File: config.mk
export PLATFORM = sky130hd
export DESIGN_NAME = pow2_sample_averager
export DESIGN_NICKNAME = d
export VERILOG_FILES = /design/src/rtl/pow2_sample_averager.sv
export SDC_FILE = /design/constraint.sdc
export NUM_CORES = 1
export LEC_CHECK = 0
export ABC_AREA = 1
export BUFFER_PORTS_ARGS = -buffer_cell sky130_fd_sc_hd__buf_2
export CORE_ASPECT_RATIO = 1.5
export CORE_MARGIN = 2
export CORE_UTILIZATION = 45
export DETAILED_ROUTE_END_ITERATION = 7
export GPL_TIMING_DRIVEN = 0
export PLACE_DENSITY_LB_ADDON = 0.1
export SYNTH_ARGS = -nofsm -noshare
export SYNTH_HDL_FRONTEND = slang
export SYNTH_SLANG_ARGS = --single-unit
export TNS_END_PERCENT = 1
File: constraint.sdc
create_clock -name clk -period 11.1 [get_ports clk]
set_clock_uncertainty 0.2 [all_clocks]
set_input_delay 1.11 -clock clk [delete_from_list [all_inputs] [get_ports clk]]
set_output_delay 1.11 -clock clk [all_outputs]
set_load 0.01 [all_outputs]
File: src/rtl/pow2_sample_averager.sv
module pow2_sample_averager #(
  parameter int SAMPLE_W = 16,
  parameter int CODE_W   = 2
) (
  input  logic                       clk,
  input  logic                       rst_n,
  input  logic                       in_valid,
  input  logic signed [SAMPLE_W-1:0] in_sample,
  input  logic                       avg_en,
  input  logic [CODE_W-1:0]          depth_code,
  output logic                       out_valid,
  output logic signed [SAMPLE_W-1:0] out_sample
);

  localparam int MAX_SHIFT = 1 << CODE_W;
  localparam int ACC_W     = SAMPLE_W + MAX_SHIFT;
  localparam int CNT_W     = MAX_SHIFT;

  logic                    en_q;
  logic [CODE_W-1:0]       code_q;
  logic signed [ACC_W-1:0] acc;
  logic [CNT_W-1:0]        cnt;

  logic                    cfg_chg;
  logic [CODE_W:0]         shamt;
  logic [CNT_W-1:0]        last_idx;
  logic signed [ACC_W-1:0] acc_base;
  logic [CNT_W-1:0]        cnt_base;
  logic signed [ACC_W-1:0] sum_next;
  logic signed [ACC_W:0]   rnd;
  logic signed [SAMPLE_W-1:0] mean;
  logic                    block_done;

  assign cfg_chg    = (avg_en != en_q) || (depth_code != code_q);
  assign shamt      = {1'b0, depth_code} + (CODE_W+1)'(1);
  assign last_idx   = ~({CNT_W{1'b1}} << shamt);
  assign acc_base   = cfg_chg ? '0 : acc;
  assign cnt_base   = cfg_chg ? '0 : cnt;
  assign sum_next   = acc_base + {{MAX_SHIFT{in_sample[SAMPLE_W-1]}}, in_sample};
  assign rnd        = {sum_next[ACC_W-1], sum_next} + ((ACC_W+1)'(1) << depth_code);
  assign mean       = SAMPLE_W'(rnd >>> shamt);
  assign block_done = in_valid && avg_en && (cnt_base == last_idx);

  always_ff @(posedge clk or negedge rst_n) begin
    if (!rst_n) begin
      en_q       <= 1'b0;
      code_q     <= '0;
      acc        <= '0;
      cnt        <= '0;
      out_valid  <= 1'b0;
      out_sample <= '0;
    end else begin
      en_q      <= avg_en;
      code_q    <= depth_code;
      out_valid <= in_valid && (!avg_en || block_done);
      if (in_valid && !avg_en)
        out_sample <= in_sample;
      else if (block_done)
        out_sample <= mean;
      if (!avg_en || block_done) begin
        acc <= '0;
        cnt <= '0;
      end else if (in_valid) begin
        acc <= sum_next;
        cnt <= cnt_base + CNT_W'(1);
      end else begin
        acc <= acc_base;
        cnt <= cnt_base;
      end
    end
  end

  a_r2_bypass_pass: assert property (@(posedge clk) disable iff (!rst_n)
    (!avg_en && in_valid) |=> (out_valid && out_sample == $past(in_sample)));

  a_r7_no_spurious: assert property (@(posedge clk) disable iff (!rst_n)
    !in_valid |=> !out_valid);

  a_r3_cnt_bound: assert property (@(posedge clk) disable iff (!rst_n)
    int'(cnt) < (1 << (int'(code_q) + 1)));

  a_r6_cfg_clear: assert property (@(posedge clk) disable iff (!rst_n)
    (cfg_chg && !in_valid) |=> (cnt == '0 && acc == '0));

  a_r2_bypass_idle: assert property (@(posedge clk) disable iff (!rst_n)
    !en_q |-> (cnt == '0 && acc == '0));

endmodule

==> results of run 1 <==
-- power groups by stage --
| stage | clock [mW] | combinational, mW | sequential, mW |
|---|---|---|---|
| final | 0.180 | 0.178 | 0.181 |
| after global routing | 0.189 | 0.199 | 0.182 |
| after CTS | 0.182 | 0.178 | 0.181 |
| after detailed placement | 0 | 0.177 | 0.184 |
| after global placement | 0 | 0.175 | 0.183 |
| after floorplan | 0 | 0.117 | 0.187 |
-- sequential cells by signal, indices dropped and copies added, names as in the netlist --
name and flops:
acc 20, out_sample 16, cnt 4, code_q 2
en_q 1, out_valid 1
-- worst max-delay path, delay by kind of cell --
family | cells | cell delay [ps]
adder cells (fa/ha/maj) | 3 | 910
XOR/XNOR | 1 | 160
AO/OA/AOI/OAI | 2 | 220
buffers and inverters | 8 | 1230
AND/OR/NAND/NOR | 19 | 2260
-- worst min path at each step --
stage	to	slack, ps
2_1_floorplan	out_sample[13]	320
3_3_place_gp	out_sample[3]	260
3_5_place_dp	out_sample[12]	270
4_1_cts	out_sample[12]	290
5_1_grt	out_sample[12]	310
6_report	out_sample[0]	290
-- per-layer routing --
metal	vias up	routed length, um	part of all wire (%)
met4	0	989	5.9
met1	2528	6720	40
met2	168	8290	50
li1	2737	-	-
met3	48	642	3.9
met5	-	0	0
-- kinds of logic after synthesis --
logic type | synth area share (%)
buf+inv | 10.8
simple gates | 45.7
xor+xnor | 2.42
fa+ha+maj | 6.90
compound gates | 12.4
mux | 0.196
flops | 21.5
-- per-stage QoR --
step / instance area [um2] / setup slack, ps / power (mW) / instances / hold slack [ps]
after floorplan: 5110 / 5950 / 0.305 / 815 / 315
after global placement: 5490 / 4940 / 0.358 / 1000 / 262
after detailed placement: 5490 / 4870 / 0.361 / 1000 / 270
after CTS: 5660 / 5160 / 0.541 / 1008 / 286
after global routing: 5660 / 4750 / 0.570 / 1008 / 313
final: 5660 / 5180 / 0.539 / 1008 / 286
-- final cells by class --
cell class                 count  area (um2)
tap                          147         184
fill                        1218        5400
timing repair buffer          38         190
inverter                     120         455
clock buffer                   5         125
multi-input combinational    631        3460
sequential                    44        1100
buffer                        20        98.8
clock inverter                 3        46.3
-- cells in the final DEF, fill, tap and decap left out, drive strengths merged --
cell type  count
inv          118
a21boi         2
a22o           3
o21ai         41
a211oi         2
o221ai         1
o31ai          1
and3           1
clkbuf        13
clkinv         3
nand3         94
a21o           1
a221oi         1
mux2i          1
nand3b         2
dfrtp         44
nor3           4
clkinvlp       1
and2           2
bufinv         1
nand2        276
nor4           2
buf           50
fa             2
nor2          78
ha            25
o211ai        20
xnor2          2
a21oi         30
xor2          10
nand4         27
o21bai         3
==> reports/qor.yml, run 1 <==
sta:
  max_slew.worst_pin.slew_ps: 1080
  final_min_period_over_clock_period_pct: 53.3
  finalWorstPathRequiredPeriod_ps: 5920
  worst_slew_margin_rel_pct: 28.2
  finalSetupTns_ps: 0
  finalSetupViolCount: 0
  finalMaxSlewViolations: 0
  grt_setup_unrepaired: "false"
  clock.fmax_ghz: 0.169
  finalHoldViolations: 0
power_and_ir_drop:
  comb_power_share_pct: 33.1
  clock_share_of_power_pct: 33.4
  p_int_mw: 0.337
  netSwitchingPower_mw: 0.201
  leakage_nw: 3.12
  power.ir.vdd_worst_v: 0.0000630
  sequentialPowerShare_pct: 33.5
  power.switching_fraction_pct: 37.4
  power.density_mw_per_mm2: 95.2
worst_setup_path:
  worst_setup_path_start: "depth_code[0]"
  reg2regPathDepth: 31
  cp_slowest_stage_delay_ps: 350
  critPathCaptureType: "flip-flop"
  setup.reg_to_reg.worst_slack_ps: 5860
  reg2reg_from: "code_q[0]"
  endpoint: "out_sample[13]"
  timing_worst_setup_path_type: "in -> reg"
  crit_required_ps: 11080
  capturing_point_of_the_worst_reg2reg_path: "out_sample[13]"
  cp-start-kind: "primary input"
  worst_path_max_delay_cell: "sky130_fd_sc_hd__fa_1"
  worstPathMaxFanout: 10
  cp_data_arrival_time_ps: 5900
  crit_path_frequent_cell: "sky130_fd_sc_hd__nand2_1"
global_routing:
  wire_length_of_the_first_global_routing_pass_mm: 26.6
  largest_net_degree_at_the_start_of_global_routing: 45
  antenna_found_initial: 0
  grt_busiest_layer: "met2"
  grt.met3_usage_pct: 2.85
  gr-usage-met2_pct: 48.7
  grtUsageTotal_pct: 27.6
  grt_overflow: 0
  met1_usage_pct: 32.6
  first_global_vias: 5184
place:
  hpwlAfterDp_mm: 14.0
  placement.io_buffers: 38
  final_estimated_routing_congestion_in_global_placement: 0.988
routing:
  drt_pre_antenna_iters: 5
  routed_via_density: 5.44
  postRouteWirelength_mm: 16.6
  drcViolationCount: 0
  drt_iter0_drc: 325
  avgRoutedWirePerCell_um: 16.5
  route.antenna.remaining_nets: 0
  detailroute.via_count: 5481
hold_path:
  hold_path_class: "reg -> reg"
  min-delay-start: "out_sample[0]"
  worst_hold_path.num_cells: 2
floorplanning:
  die-area_mm2: 0.0122
  std_cell_rows: 47
  overall_die_width_um: 91.0
  floorplan.die.height_um: 135
  io_pins: 39
  core_mm2: 0.0111
  start_util_pct: 46.2
synth:
  synth_area_mm2: 0.00511
  ys_dominant_reg_cell: "sky130_fd_sc_hd__dfrtp_1"
  netlist.area_leader.share_pct: 21.5
  synth.most_common_cell: "sky130_fd_sc_hd__nand2_1"
  synth-async-reset-ratio_pct: 100
  ys_seq_area_share_pct: 21.5
  syn_nets: 864
  ys_seq_elements: 44
  distinct_cell_type_count_after_synthesis: 51
  ys_warn_count: 0
  synth_edf_count: 0
  avgSynthCellArea_um2: 6.27
  synth_common_cells: "sky130_fd_sc_hd__nand2_1, sky130_fd_sc_hd__inv_1, sky130_fd_sc_hd__nand3_1, sky130_fd_sc_hd__nor2_1, sky130_fd_sc_hd__dfrtp_1"
  synthCells: 815
  synthDominantAreaCellType: "sky130_fd_sc_hd__dfrtp_1"
  netlist_top_cells_area: "sky130_fd_sc_hd__dfrtp_1, sky130_fd_sc_hd__nand2_1, sky130_fd_sc_hd__nand3_1, sky130_fd_sc_hd__inv_1, sky130_fd_sc_hd__ha_1"
clock_tree:
  cts_sinks: 44
  worstSkewPairLatency_ps: 300
  cts_root_buf: "sky130_fd_sc_hd__clkbuf_16"
  post_cts_resized: 0
  numCtsBuffers: 5
  cts_hold_repair.buffers: 0
  clock_tree.buffer_depth: 2
  cts_post_setup_buffers_inserted: 0
  tritoncts: "yes"
  clk_transition_reported_paths_ps: 60
  cts.htree.levels: 2
status:
  run_status: "complete, no violations"
cells_and_area:
  area_growth_pct: 10.7
  drive_gt1_share_pct: 15.3
  final_core_utilization_pct: 51.2
  num-nets-final: 909
  antenna_cells: 0
job:
  max_cap_violations: 0
Note: power is estimated with default switching activity, not from simulation.
==> inputs of run 2 (changes only) <==
- clock period: 11.1 -> 5 ns (I/O delays scaled with it)
==> run 2 against run 1 <==
  * Sequential power rose by 120%
  * Via count barely moved
  * Largest cell class unchanged
  * Hold slack got worse by 110 ps
  * Design area rose by 1.4%
==> reports/qor.yml, run 2 (synthesis gave the netlist of run 1 again) <==
cells_and_area:
  mostFrequentLayoutCell: "sky130_fd_sc_hd__nand2_1"
  layout_common_cells: "sky130_fd_sc_hd__nand2_1, sky130_fd_sc_hd__inv_1, sky130_fd_sc_hd__nand3_1"
  final_cells: 1014
  drive_gt1_share_pct: 17.1
  registers_with_the_highest_flip_flop_counts: "acc (20), out_sample (16), cnt (4)"
  num-nets-final: 915
  number_of_flip_flops_under_the_largest_register_name: 20
  area_growth_pct: 12.3
  antenna_cells: 0
  largest-register: "acc"
hold_path:
  worst_hold_path.num_cells: 1
  min-delay-start: "depth_code[0]"
  worst_hold_path.endpoint: "code_q[0]"
  hold_path_class: "in -> reg"
worst_setup_path:
  worst_path_max_delay_cell: "sky130_fd_sc_hd__fa_1"
  reg2regPathDepth: 31
  reg2reg_from: "code_q[0]"
  worstPathMaxFanout: 10
  crit_required_ps: 4990
  cp-start-kind: "primary input"
  timing_worst_setup_path_type: "in -> reg"
  cp_slowest_stage_delay_ps: 370
  critPathCaptureType: "flip-flop"
  capturing_point_of_the_worst_reg2reg_path: "out_sample[13]"
  setup.reg_to_reg.worst_slack_ps: 380
  cp_data_arrival_time_ps: 4670
sta:
  finalSetupTns_ps: 0
  final_min_period_over_clock_period_pct: 93.6
  worst_slew_margin_rel_pct: 28.7
  finalHoldViolations: 0
  finalWorstPathRequiredPeriod_ps: 4680
  finalWorstSetupSlack_ps: 318
  clock.fmax_ghz: 0.214
  finalMaxSlewViolations: 0
  finalSetupViolCount: 0
  max_slew.worst_pin.slew_ps: 1070
clock_tree:
  numCtsBuffers: 5
  cts.htree.levels: 2
  tritoncts: "yes"
  cts_root_buf: "sky130_fd_sc_hd__clkbuf_16"
  clk_transition_reported_paths_ps: 70
  worstSkewPairLatency_ps: 300
  cts_hold_repair.buffers: 0
  clock_tree.buffer_depth: 2
  cts_sinks: 44
place:
  placement.setup.worst_slack_ps: -617
  final_estimated_routing_congestion_in_global_placement: 0.988
  placement.io_buffers: 38
  numPlacedInstances: 1000
  hpwlAfterDp_mm: 14.0
global_routing:
  largest_net_degree_at_the_start_of_global_routing: 45
  wire_length_of_the_first_global_routing_pass_mm: 26.7
  grt_overflow: 0
  antenna_found_initial: 0
  first_global_vias: 5200
  grtUsageTotal_pct: 27.7
routing:
  detailroute.via_count: 5478
  postRouteWirelength_mm: 16.8
  drt_iter0_drc: 330
  route.antenna.remaining_nets: 0
  avgRoutedWirePerCell_um: 16.6
  drt_pre_antenna_iters: 7
  drcViolationCount: 0
  routed_via_density: 5.40
status:
  run_status: "complete, no violations"
floorplanning:
  std_cell_rows: 47
  die-area_mm2: 0.0122
  floorplan.die.height_um: 135
  core_mm2: 0.0111
  overall_die_width_um: 91.0
  start_util_pct: 46.2
  io_pins: 39
power_and_ir_drop:
  finalPower_mw: 1.20
  power.density_mw_per_mm2: 210
  power.ir.vdd_worst_v: 0.000142
  leakage_nw: 3.15
job:
  max_cap_violations: 0
-- run 2: cell count changes in the layout (fill, tap and decap cells not counted), sizes merged --
cell | previous run | this run
buf | 50 | 57
inv | 118 | 117
clkbuf | 13 | 12
clkinvlp | 1 | 2
-- run 2: power by group --
| group | internal [mW] | switching [mW] | total [mW] | leakage (nW) |
|---|---|---|---|---|
| clock | 0.238 | 0.162 | 0.401 | 0.0804 |
| sequential | 0.386 | 0.0155 | 0.401 | 0.563 |
| combinational | 0.130 | 0.274 | 0.403 | 2.51 |
| total | 0.754 | 0.451 | 1.20 | 3.15 |
-- run 2: worst max-delay path: cells and delay by family --
family	cells	cell delay, ps
AND/OR/NAND/NOR	20	2180
buffers and inverters	8	930
adder cells (fa/ha/maj)	3	830
XOR/XNOR	1	150
AO/OA/AOI/OAI	1	70
-- run 2: metrics by stage --
stage,hold slack [ps],utilization [%],area [um2]
floorplan,4.41,-,5110
global placement,262,49.6,5490
detailed placement,270,49.6,5490
CTS,174,51.3,5670
global route,180,51.9,5740
finish,177,51.9,5740
-- run 2: final cells by class --
class                      instances  area (um2)
timing repair buffer              44         235
buffer                            20         103
multi-input combinational        631        3490
clock inverter                     3        46.3
inverter                         120         459
fill                            1206        5320
clock buffer                       5         125
sequential                        44        1100
tap                              147         184
-- run 2: per-layer routing --
layer | routed length [um] | part of all wire (%) | GRT usage [%] | up-vias
met5 | 0 | 0 | 0 | -
met4 | 932 | 5.5 | 14.7 | 0
met3 | 656 | 3.9 | 2.85 | 44
met2 | 8470 | 50 | 49.3 | 151
met1 | 6770 | 40 | 32.5 | 2534
li1 | - | - | - | 2749
-- run 2: worst max path at each step --
stage	startpoint	endpoint	slack (ps)	depth (start not counted)
5_1_grt	depth_code[0]	out_sample[12]	-7	33
2_1_floorplan	depth_code[0]	out_sample[7]	460	32
4_1_cts	depth_code[0]	out_sample[13]	10	33
3_5_place_dp	depth_code[0]	out_sample[13]	-620	33
3_3_place_gp	depth_code[0]	out_sample[13]	-550	33
6_report	depth_code[0]	out_sample[13]	320	33
-- run 2: timing repair --
item,in CTS,in global routing
gates resized for setup,2,10
endpoints found under the setup margin,16,16
gates cloned,0,0
pin swaps,1,2
buffers inserted,1,5
